--- config.mk ---
export PLATFORM = sky130hd
export DESIGN_NAME = mbx_req_seq
export DESIGN_NICKNAME = d
export VERILOG_FILES = /design/src/rtl/mbx_pkg.sv /design/src/rtl/mbx_word_build.sv /design/src/rtl/mbx_deadline.sv /design/src/rtl/mbx_req_seq.sv
export SDC_FILE = /design/constraint.sdc
export NUM_CORES = 1
export LEC_CHECK = 0
export ABC_AREA = 0
export CAP_MARGIN = 5
export CORE_AREA = 2 2 253 255
export CTS_CLUSTER_SIZE = 25
export DETAILED_ROUTE_END_ITERATION = 10
export DIE_AREA = 0 0 255 257
export GPL_TIMING_DRIVEN = 0
export SKIP_LAST_GASP = 1
export SLEW_MARGIN = 0
export SYNTH_ARGS = -nofsm -noshare
export SYNTH_HDL_FRONTEND = slang
export SYNTH_SLANG_ARGS = --single-unit
export TNS_END_PERCENT = 50
--- constraint.sdc ---
create_clock -name clk -period 3.2 [get_ports clk]
set_input_delay 0.8 -clock clk [delete_from_list [all_inputs] [get_ports clk]]
set_output_delay 0.8 -clock clk [all_outputs]
set_load 0.03 [all_outputs]
--- src/rtl/mbx_pkg.sv ---
package mbx_pkg;

  typedef enum logic [1:0] {
    OPS_WRITE = 2'd0,
    OPS_AUTH  = 2'd1,
    OPS_READ  = 2'd2,
    OPS_PCYC  = 2'd3
  } op_sel_e;

  typedef enum logic [2:0] {
    E_OK      = 3'd0,
    E_INVAL   = 3'd1,
    E_ACCESS  = 3'd2,
    E_IO      = 3'd3,
    E_TIMEOUT = 3'd4
  } err_e;

  // Register offsets decoded by the mailbox target
  localparam int DATA_OFS = 1;
  localparam int CMD_OFS  = 17;
  localparam int STAT_OFS = 18;

  function automatic logic [3:0] opcode_of(op_sel_e s);
    case (s)
      OPS_WRITE: return 4'h0;
      OPS_AUTH:  return 4'h1;
      OPS_READ:  return 4'h2;
      default:   return 4'h4;
    endcase
  endfunction

  // Count field: writes carry n-1, reads carry n only below 16
  function automatic logic [3:0] count_field(op_sel_e s, logic [4:0] n);
    logic [4:0] m1;
    m1 = n - 5'd1;
    if (s == OPS_WRITE) return m1[3:0];
    if (s == OPS_READ)  return n[4] ? 4'h0 : n[3:0];
    return 4'h0;
  endfunction

  function automatic err_e map_status(logic [3:0] st);
    case (st)
      4'd0:    return E_OK;
      4'd1:    return E_INVAL;
      4'd2:    return E_ACCESS;
      default: return E_IO;
    endcase
  endfunction

  function automatic logic retryable(op_sel_e s);
    return (s == OPS_WRITE) || (s == OPS_READ);
  endfunction

endpackage

--- src/rtl/mbx_word_build.sv ---
module mbx_word_build
  import mbx_pkg::*;
#(
  parameter logic [21:0] HDR_BASE = 22'h200000
) (
  input  op_sel_e     op,
  input  logic [21:0] addr,
  input  logic [4:0]  cnt,
  output logic [31:0] word
);
  logic hdr;
  assign hdr  = (op == OPS_WRITE) && (addr >= HDR_BASE);
  assign word = (op == OPS_WRITE || op == OPS_READ)
              ? {opcode_of(op), count_field(op, cnt), addr, hdr, 1'b1}
              : {opcode_of(op), 26'd0, 1'b0, 1'b1};
endmodule

--- src/rtl/mbx_deadline.sv ---
module mbx_deadline #(
  parameter int LONG_CYC  = 400,
  parameter int SHORT_CYC = 60
) (
  input  logic clk,
  input  logic rst_n,
  input  logic clear,
  input  logic run,
  input  logic short_sel,
  output logic expired
);
  localparam int MAXC = (LONG_CYC > SHORT_CYC) ? LONG_CYC : SHORT_CYC;
  localparam int CW   = $clog2(MAXC + 2);

  logic [CW-1:0] cnt_q;
  logic [CW-1:0] limit;

  assign limit   = short_sel ? CW'(SHORT_CYC) : CW'(LONG_CYC);
  assign expired = (cnt_q >= limit);

  always_ff @(posedge clk or negedge rst_n) begin
    if (!rst_n)              cnt_q <= '0;
    else if (clear)          cnt_q <= '0;
    else if (run && !expired) cnt_q <= cnt_q + 1'b1;
  end
endmodule

--- src/rtl/mbx_req_seq.sv ---
module mbx_req_seq
  import mbx_pkg::*;
#(
  parameter int          MAX_DW    = 16,
  parameter int          BUS_AW    = 8,
  parameter logic [21:0] HDR_BASE  = 22'h200000,
  parameter int          POLL_GAP  = 4,
  parameter int          LONG_CYC  = 400,
  parameter int          SHORT_CYC = 60,
  parameter int          ATTEMPTS  = 3
) (
  input  logic                 clk,
  input  logic                 rst_n,
  input  logic                 start,
  input  logic [1:0]           op_sel,
  input  logic [21:0]          dw_addr,
  input  logic [4:0]           dw_cnt,
  input  logic [MAX_DW*32-1:0] wr_data,
  output logic                 busy,
  output logic                 done,
  output logic                 fail,
  output logic [2:0]           err_code,
  output logic                 rd_valid,
  output logic [31:0]          rd_data,
  output logic                 bus_req,
  output logic                 bus_we,
  output logic [BUS_AW-1:0]    bus_addr,
  output logic [31:0]          bus_wdata,
  input  logic                 bus_ack,
  input  logic [31:0]          bus_rdata
);
  localparam int LW = $clog2(MAX_DW);
  localparam int GW = (POLL_GAP > 1) ? $clog2(POLL_GAP) : 1;
  localparam int TW = $clog2(ATTEMPTS + 1);

  typedef enum logic [2:0] {
    S_IDLE, S_WDATA, S_CMD, S_GAP, S_POLL, S_STAT, S_RDATA
  } st_e;

  st_e          state;
  op_sel_e      op_q;
  logic [21:0]  addr_q;
  logic [4:0]   cnt_q;
  logic [4:0]   idx_q;
  logic [GW-1:0] gap_q;
  logic [TW-1:0] tries_q;
  logic         done_q, fail_q;
  err_e         code_q;

  // Named internal events
  logic ev_cmd_sent, ev_poll_clear, ev_poll_busy, ev_stat_seen, tmo_hit;
  logic last_beat, attempt_bad, do_retry, finish;
  err_e stat_code, bad_code, fin_code;
  st_e  restart_state;
  logic [31:0] cmd_word;
  logic unused_rdata;

  assign unused_rdata = ^bus_rdata[31:4];

  mbx_word_build #(.HDR_BASE(HDR_BASE)) u_word (
    .op(op_q), .addr(addr_q), .cnt(cnt_q), .word(cmd_word)
  );

  mbx_deadline #(.LONG_CYC(LONG_CYC), .SHORT_CYC(SHORT_CYC)) u_deadline (
    .clk(clk), .rst_n(rst_n), .clear(ev_cmd_sent),
    .run(state == S_GAP || state == S_POLL),
    .short_sel(!retryable(op_q)), .expired(tmo_hit)
  );

  assign ev_cmd_sent   = (state == S_CMD)  && bus_ack;
  assign ev_poll_clear = (state == S_POLL) && bus_ack && !bus_rdata[0];
  assign ev_poll_busy  = (state == S_POLL) && bus_ack && bus_rdata[0];
  assign ev_stat_seen  = (state == S_STAT) && bus_ack;
  assign stat_code     = map_status(bus_rdata[3:0]);
  assign last_beat     = (idx_q == cnt_q - 5'd1);
  assign restart_state = (op_q == OPS_WRITE) ? S_WDATA : S_CMD;

  always_comb begin
    attempt_bad = 1'b0;
    bad_code    = E_OK;
    if (ev_poll_busy && tmo_hit) begin
      attempt_bad = 1'b1;
      bad_code    = E_TIMEOUT;
    end else if (ev_stat_seen && stat_code != E_OK) begin
      attempt_bad = 1'b1;
      bad_code    = stat_code;
    end
    do_retry = attempt_bad && retryable(op_q) && (tries_q < TW'(ATTEMPTS - 1));
    finish   = (attempt_bad && !do_retry)
            || (ev_stat_seen && stat_code == E_OK && op_q != OPS_READ)
            || (state == S_RDATA && bus_ack && last_beat);
    fin_code = attempt_bad ? bad_code : E_OK;
  end

  // Bus drive
  always_comb begin
    bus_req   = 1'b0;
    bus_we    = 1'b0;
    bus_addr  = '0;
    bus_wdata = '0;
    unique case (state)
      S_WDATA: begin
        bus_req   = 1'b1;
        bus_we    = 1'b1;
        bus_addr  = BUS_AW'(DATA_OFS) + BUS_AW'(idx_q);
        bus_wdata = wr_data[idx_q[LW-1:0]*32 +: 32];
      end
      S_CMD: begin
        bus_req   = 1'b1;
        bus_we    = 1'b1;
        bus_addr  = BUS_AW'(CMD_OFS);
        bus_wdata = cmd_word;
      end
      S_POLL: begin
        bus_req  = 1'b1;
        bus_addr = BUS_AW'(CMD_OFS);
      end
      S_STAT: begin
        bus_req  = 1'b1;
        bus_addr = BUS_AW'(STAT_OFS);
      end
      S_RDATA: begin
        bus_req  = 1'b1;
        bus_addr = BUS_AW'(DATA_OFS) + BUS_AW'(idx_q);
      end
      default: ;
    endcase
  end

  always_ff @(posedge clk or negedge rst_n) begin
    if (!rst_n) begin
      state   <= S_IDLE;
      op_q    <= OPS_WRITE;
      addr_q  <= '0;
      cnt_q   <= 5'd1;
      idx_q   <= '0;
      gap_q   <= '0;
      tries_q <= '0;
      done_q  <= 1'b0;
      fail_q  <= 1'b0;
      code_q  <= E_OK;
    end else begin
      done_q <= finish;
      fail_q <= finish && (fin_code != E_OK);
      if (finish) code_q <= fin_code;
      unique case (state)
        S_IDLE: if (start) begin
          op_q    <= op_sel_e'(op_sel);
          addr_q  <= dw_addr;
          cnt_q   <= dw_cnt;
          idx_q   <= '0;
          tries_q <= '0;
          state   <= (op_sel_e'(op_sel) == OPS_WRITE) ? S_WDATA : S_CMD;
        end
        S_WDATA: if (bus_ack) begin
          if (last_beat) begin
            idx_q <= '0;
            state <= S_CMD;
          end else idx_q <= idx_q + 5'd1;
        end
        S_CMD: if (bus_ack) begin
          gap_q <= '0;
          state <= S_GAP;
        end
        S_GAP: begin
          if (gap_q == GW'(POLL_GAP - 1)) state <= S_POLL;
          else gap_q <= gap_q + 1'b1;
        end
        S_POLL: if (bus_ack) begin
          if (!bus_rdata[0]) state <= S_STAT;
          else begin
            gap_q <= '0;
            state <= S_GAP;
          end
        end
        S_STAT: if (bus_ack && op_q == OPS_READ) begin
          idx_q <= '0;
          state <= S_RDATA;
        end
        S_RDATA: if (bus_ack && !last_beat) idx_q <= idx_q + 5'd1;
        default: state <= S_IDLE;
      endcase
      if (do_retry) begin
        tries_q <= tries_q + 1'b1;
        idx_q   <= '0;
        state   <= restart_state;
      end
      if (finish) state <= S_IDLE;
    end
  end

  assign busy     = (state != S_IDLE);
  assign done     = done_q;
  assign fail     = fail_q;
  assign err_code = code_q;
  assign rd_valid = (state == S_RDATA) && bus_ack;
  assign rd_data  = bus_rdata;

endmodule

# Word-level counts from Yosys, hierarchy flattened
# Index checks and enable logic that the tools add are counted.
[word_totals]
wordCells = 148
reg_bits = 55
in_bits = 577
[op_classes]
n_reduce_logical = 47
n_addsub = 6
shifts = 1
magnitude_cmp = 3
n_mux = 51
n_eq_ne = 29
[ops]
columns = ["cell", "count"]
rows = [
  ["$shiftx A512 B10 Y32", 1],
  ["$pmux W32 S2", 1],
  ["$mux W3", 13],
  ["$mux W5", 6],
  ["$mux W28", 1],
  ["$mux W9", 3],
  ["$ge A22 B22 Y1 const B", 1],
  ["$pmux W3 S7", 1],
  ["$mux W4", 5],
  ["$ne A4 B4 Y1 const B", 5],
  ["$pmux W5 S4", 1],
  ["$logic_and A1 B1 Y1", 18],
  ["$mux W2", 9],
  ["$pmux W6 S3", 1],
  ["$ne A3 B3 Y1 const B", 4],
  ["$pmux W2 S3", 2],
  ["$reduce_bool A3 Y1", 4],
  ["$ne A2 B2 Y1 const B", 5],
  ["$reduce_and A5 Y1", 2],
  ["$add A9 B1 Y9 const B", 1],
  ["$eq A3 B3 Y1 const B", 3],
  ["$ge A9 B9 Y1", 1],
  ["$pmux W3 S3", 1],
  ["$ne A4 B3 Y1 const B", 2],
  ["25 further kinds", 46],
]

# Logic depth before layout (Yosys ltp)
[depth]
word_depth = 14
depth_mapped = 10

# Hierarchy
# From an unflattened synthesis, not the netlist that was laid out.
[hier_totals]
hier_cells = 673
hier_area_um2 = 7787.5
[by_module_without_submodules]
columns = ["module", "area_per_inst_um2", "seq_area_each_um2", "cells_per_inst", "n_inst"]
rows = [
  ["mbx_req_seq", 6822.8, 1152.4, 555, 1],
  ["mbx_deadline", 633.1, 225.2, 67, 1],
  ["mbx_word_build", 331.6, 0.0, 51, 1],
]

# Worst setup path after synthesis
# OpenSTA, ideal clock, no wires.
[synth_timing]
path_kind = "flip-flop to output port"
from = "register idx_q[1]"
to = "output port bus_wdata[12]"
t_required_ns = 2.400
n_path_buf = 3
path_slack_ns = 0.187
arrival_time_ns = 2.213
path_stages_with_launch = 7
path_cell_list = "dfrtp_1 -> clkbuf_1 -> clkbuf_1 -> buf_1 -> mux4_2 -> mux4_2 -> a22o_1"
[synth_via]
elab_chain_cells = 2
[synth_rtl]
columns = ["item", "line_no", "text"]
rows = [
  ["from (decl)", "mbx_req_seq.sv:44", "logic [4:0] idx_q;"],
  ["from (signal assigned)", "mbx_req_seq.sv:159", "end else idx_q <= idx_q + 5'd1;"],
  ["from (signal assigned)", "mbx_req_seq.sv:180", "S_RDATA: if (bus_ack && !last_beat) idx_q <= idx_q + 5'd1;"],
  ["$shiftx A512 B10 Y32", "mbx_req_seq.sv:106", "bus_wdata = wr_data[idx_q[LW-1:0]*32 +: 32];"],
  ["$pmux W32 S2", "mbx_req_seq.sv:101", "unique case (state)"],
  ["to (decl)", "mbx_req_seq.sv:28", "output logic [31:0] bus_wdata,"],
]
# Every way passes these cells.

# Worst setup path after layout
[layout_timing]
from = "input port wr_data[27]"
to = "output port bus_wdata[27]"
[layout_via]
elab_chain_cells = 2
[layout_rtl]
columns = ["item", "line_no", "text"]
rows = [
  ["from (decl)", "mbx_req_seq.sv:18", "input logic [MAX_DW*32-1:0] wr_data,"],
  ["$shiftx A512 B10 Y32", "mbx_req_seq.sv:106", ""],
  ["$pmux W32 S2", "mbx_req_seq.sv:101", ""],
]
# Every way passes these cells.

==> impl_metrics.py <==
metrics = {
    "detailed_routing": {
        "wl_per_cell_um": 29.1,
        "drt-initial-drc-count": 576,
        "ant_nets": 0,
        "avgViaCountPerCell": 4.14,
        "vias": 8807,
        "firstDrtPassIters": 5,
        "drc": 0,
        "routed_wirelength_mm": 61.8,
    },
    "placed_design": {
        "dp_hpwl_mm": 54.3,
        "dpl-instance-area_mm2": 0.0149,
        "io_buffers": 627,
        "globalplace.congestion": 0.943,
        "place_inst": 2098,
        "place_ws_ns": -1.86,
    },
    "clock_network": {
        "h-tree-depth": 2,
        "path_clk_slew_ns": 0.08,
        "cts_hold_buffers": 0,
        "cts.sinks": 55,
        "clkLatencyLatePin_ns": 0.32,
        "clock_path_buffers": 2,
        "cts_made_buffers": 5,
        "cts_tree": "done",
        "cts-root-buf": "clkbuf_16",
    },
    "synth": {
        "mappedNetlistArea_mm2": 0.00749,
        "yosysUniqueCellTypes": 62,
        "synth_top_area_share_pct": 48.1,
        "yosys.area.top_type": "mux4_2",
        "postSynthAreaPerCell_um2": 12.0,
        "ys_warn_count": 0,
        "syn_inst": 623,
        "ys_ff_latch": 55,
        "yosys-top-cells-area": "mux4_2, dfrtp_1, nand2_1",
        "synthArstFlopShare_pct": 100,
        "yosys_most_used_dff": "dfrtp_1",
        "ys_seq_area_share_pct": 18.4,
        "synth_edf_count": 0,
    },
    "cells_and_area": {
        "nFillCells": 6648,
        "regArea_mm2": 0.00138,
        "drive_above_1_share_pct": 25.9,
        "finalNetCount": 1861,
        "multiInputGateArea_mm2": 0.00555,
        "final_cells": 2125,
        "area_growth_pct": 107,
        "final_area_mm2": 0.0155,
    },
    "power_and_ir_drop": {
        "p_leak_uw": 0.00567,
        "worst_ir_drop_vdd_uv": 261,
        "power.density_mw_per_mm2": 604,
    },
    "floorplanning": {
        "die_width_um": 255,
        "initial_core_util_pct": 11.9,
        "io-pin-count": 658,
        "rows": 92,
        "dieArea_mm2": 0.0655,
        "coreArea_mm2": 0.0627,
        "die_h_um": 257,
    },
    "sta": {
        "drv_slew": 0,
        "period_share_pct": 114,
        "fin_skew_ns": 0.00949,
        "max_slew_margin_pct": 53.1,
        "hold_viol": 0,
        "final.min_clock_period_ns": 3.64,
        "fmax_ghz": 0.274,
        "tightest_slew_ns": 0.700,
        "rsz0062_at_grt": "yes",
        "setup_viol": 38,
        "fin_ws_ns": -0.443,
    },
    "grt": {
        "grt_antenna_before_repair": 27,
        "grt_pass1_vias": 9179,
        "grt_remaining_overflow": 0,
        "grt_pass1_wl_mm": 81.2,
        "track_usage_pct": 18.4,
        "grt_max_degree": 37,
    },
    "worst_setup_path": {
        "cp_max_fo": 1,
        "critPathLaunchType": "input port",
        "critPathArrivalTime_ns": 2.84,
        "required_ns": 2.40,
        "endpoint_kind": "output port",
        "criticalPathCategory": "input port to output port",
    },
    "outcome": {
        "status": "finished, violations left",
        "violations": "setup timing",
    },
    "job": {
        "cap_violations": 0,
    },
    "worst_hold_path": {
        "hp-class": "input port to asynchronous set/reset pin",
    },
}
==> sequential cells by signal, indices dropped and copies added, names as in the netlist <==
signal            flops
idx_q                 5
addr_q               22
done                  1
tries_q               2
u_deadline.cnt_q      9
fail                  1
state                 3
op_q                  2
cnt_q                 5
gap_q                 2
err_code              3
==> final cells by class <==
type	count	area share, %
Timing Repair Buffer	644	41.4
Clock buffer	6	0.895
Buffer	91	5.75
Multi-Input combinational cell	464	35.8
Antenna cell	4	0.0645
Clock inverter	2	0.129
Tap cell	846	6.82
Sequential cell	55	8.88
Inverter	13	0.331
==> per-layer routing <==
metal	up-vias	share of wire, %	global-route usage, %
met5	-	0.17	0
met4	16	1.1	1.85
met3	48	4.5	2.41
met2	418	49	31.7
met1	4548	45	25.3
li1	3777	-	-
==> final timing paths <==
path / start / endpoint / slack (ns) / cells past startpoint
max: wr_data[27] / bus_wdata[27] / -0.44 / 5
min: rst_n / err_code[0] / 0.44 / 1
max reg2reg: op_q[0] / err_code[1] / 0.24 / 10
min reg2reg: addr_q[13] / addr_q[13] / 0.48 / 2
max in group asynchronous: rst_n / cnt_q[0] / 2.12 / 2
min in group clk: addr_q[13] / addr_q[13] / 0.48 / 2
==> Yosys cell counts (all sizes together) (5+ instances only) <==
library cell / number
nor3: 12
nand2: 108
xor2: 6
o21ai: 17
xnor2: 9
clkbuf: 25
a21oi: 10
nor2b: 6
buf: 66
dfrtp: 54
nor2: 31
inv: 13
a22o: 31
mux4: 160
nand3: 5
ha: 10
==> power breakdown <==
| part | leakage, µW | total, µW | switching (µW) | internal (µW) |
|---|---|---|---|---|
| registers | 0.000711 | 1180 | 217 | 959 |
| clock network | 0.0000790 | 632 | 311 | 321 |
| logic | 0.00488 | 7560 | 3990 | 3570 |
| total | 0.00567 | 9370 | 4520 | 4850 |
==> worst max-delay path, cell delays in order <==
cell	delay, ns
clkdlybuf4s50_1	0.53
mux4_2	0.50
mux4_2	0.52
a22o_4	0.31
buf_4	0.17
==> cell families after synthesis <==
logic type / Yosys count / share of synthesized area, %
AND/OR/NAND/NOR: 185 / 11.7
flip-flops: 55 / 18.4
multiplexers: 164 / 48.8
buffers and inverters: 105 / 8.42
XOR/XNOR: 15 / 1.75
other: 1 / 0.0500
adder cells (fa/ha/maj): 10 / 1.67
AO/OA/AOI/OAI: 88 / 9.23
==> placed cells by master, fill, tap and decap left out, types with 3 or more instances in the layout <==
cell	synthesis	layout
dfrtp_1	54	54
o21ai_0	15	15
clkdlybuf4s50_1	0	586
nor2_1	31	30
ha_1	10	10
a22o_4	0	3
mux4_2	160	160
buf_2	14	26
xor2_1	6	6
buf_6	7	16
nand2_1	108	106
clkbuf_16	0	6
inv_1	12	12
nor3_1	11	10
clkdlybuf4s15_2	0	3
o22ai_1	3	3
nor2b_1	5	4
a32o_1	3	3
clkbuf_2	0	9
buf_12	0	12
nand4_1	3	3
diode_2	0	4
a21oi_1	10	9
nand3_1	5	5
buf_4	36	49
nor4_4	3	3
o31ai_1	4	4
a22o_1	31	26
xnor2_1	9	9
dlygate4sd2_1	0	7
buf_8	0	3
buf_16	0	6
clkbuf_8	0	5
clkbuf_1	25	9
or3_1	3	3
==> timing repair <==
action	in CTS	in global routing
setup buffers	9	4
pin swaps	3	1
setup endpoints to repair	38	40
resized for setup	290	26
cloned	3	0
==> per-stage QoR <==
step / TNS (ns) / power [µW] / hold slack (ns) / util [%]
floorplan: 0 / 5210 / 0.446 / -
global placement: -78.36 / 8310 / 0.462 / 23.6
detailed placement: -48.76 / 8360 / 0.464 / 23.7
CTS: -13.55 / 9480 / 0.446 / 24.7
global route: -15.06 / 9880 / 0.470 / 24.7
finish: -11.63 / 9370 / 0.440 / 24.7
No activity file was read; power rests on OpenSTA's default activity.
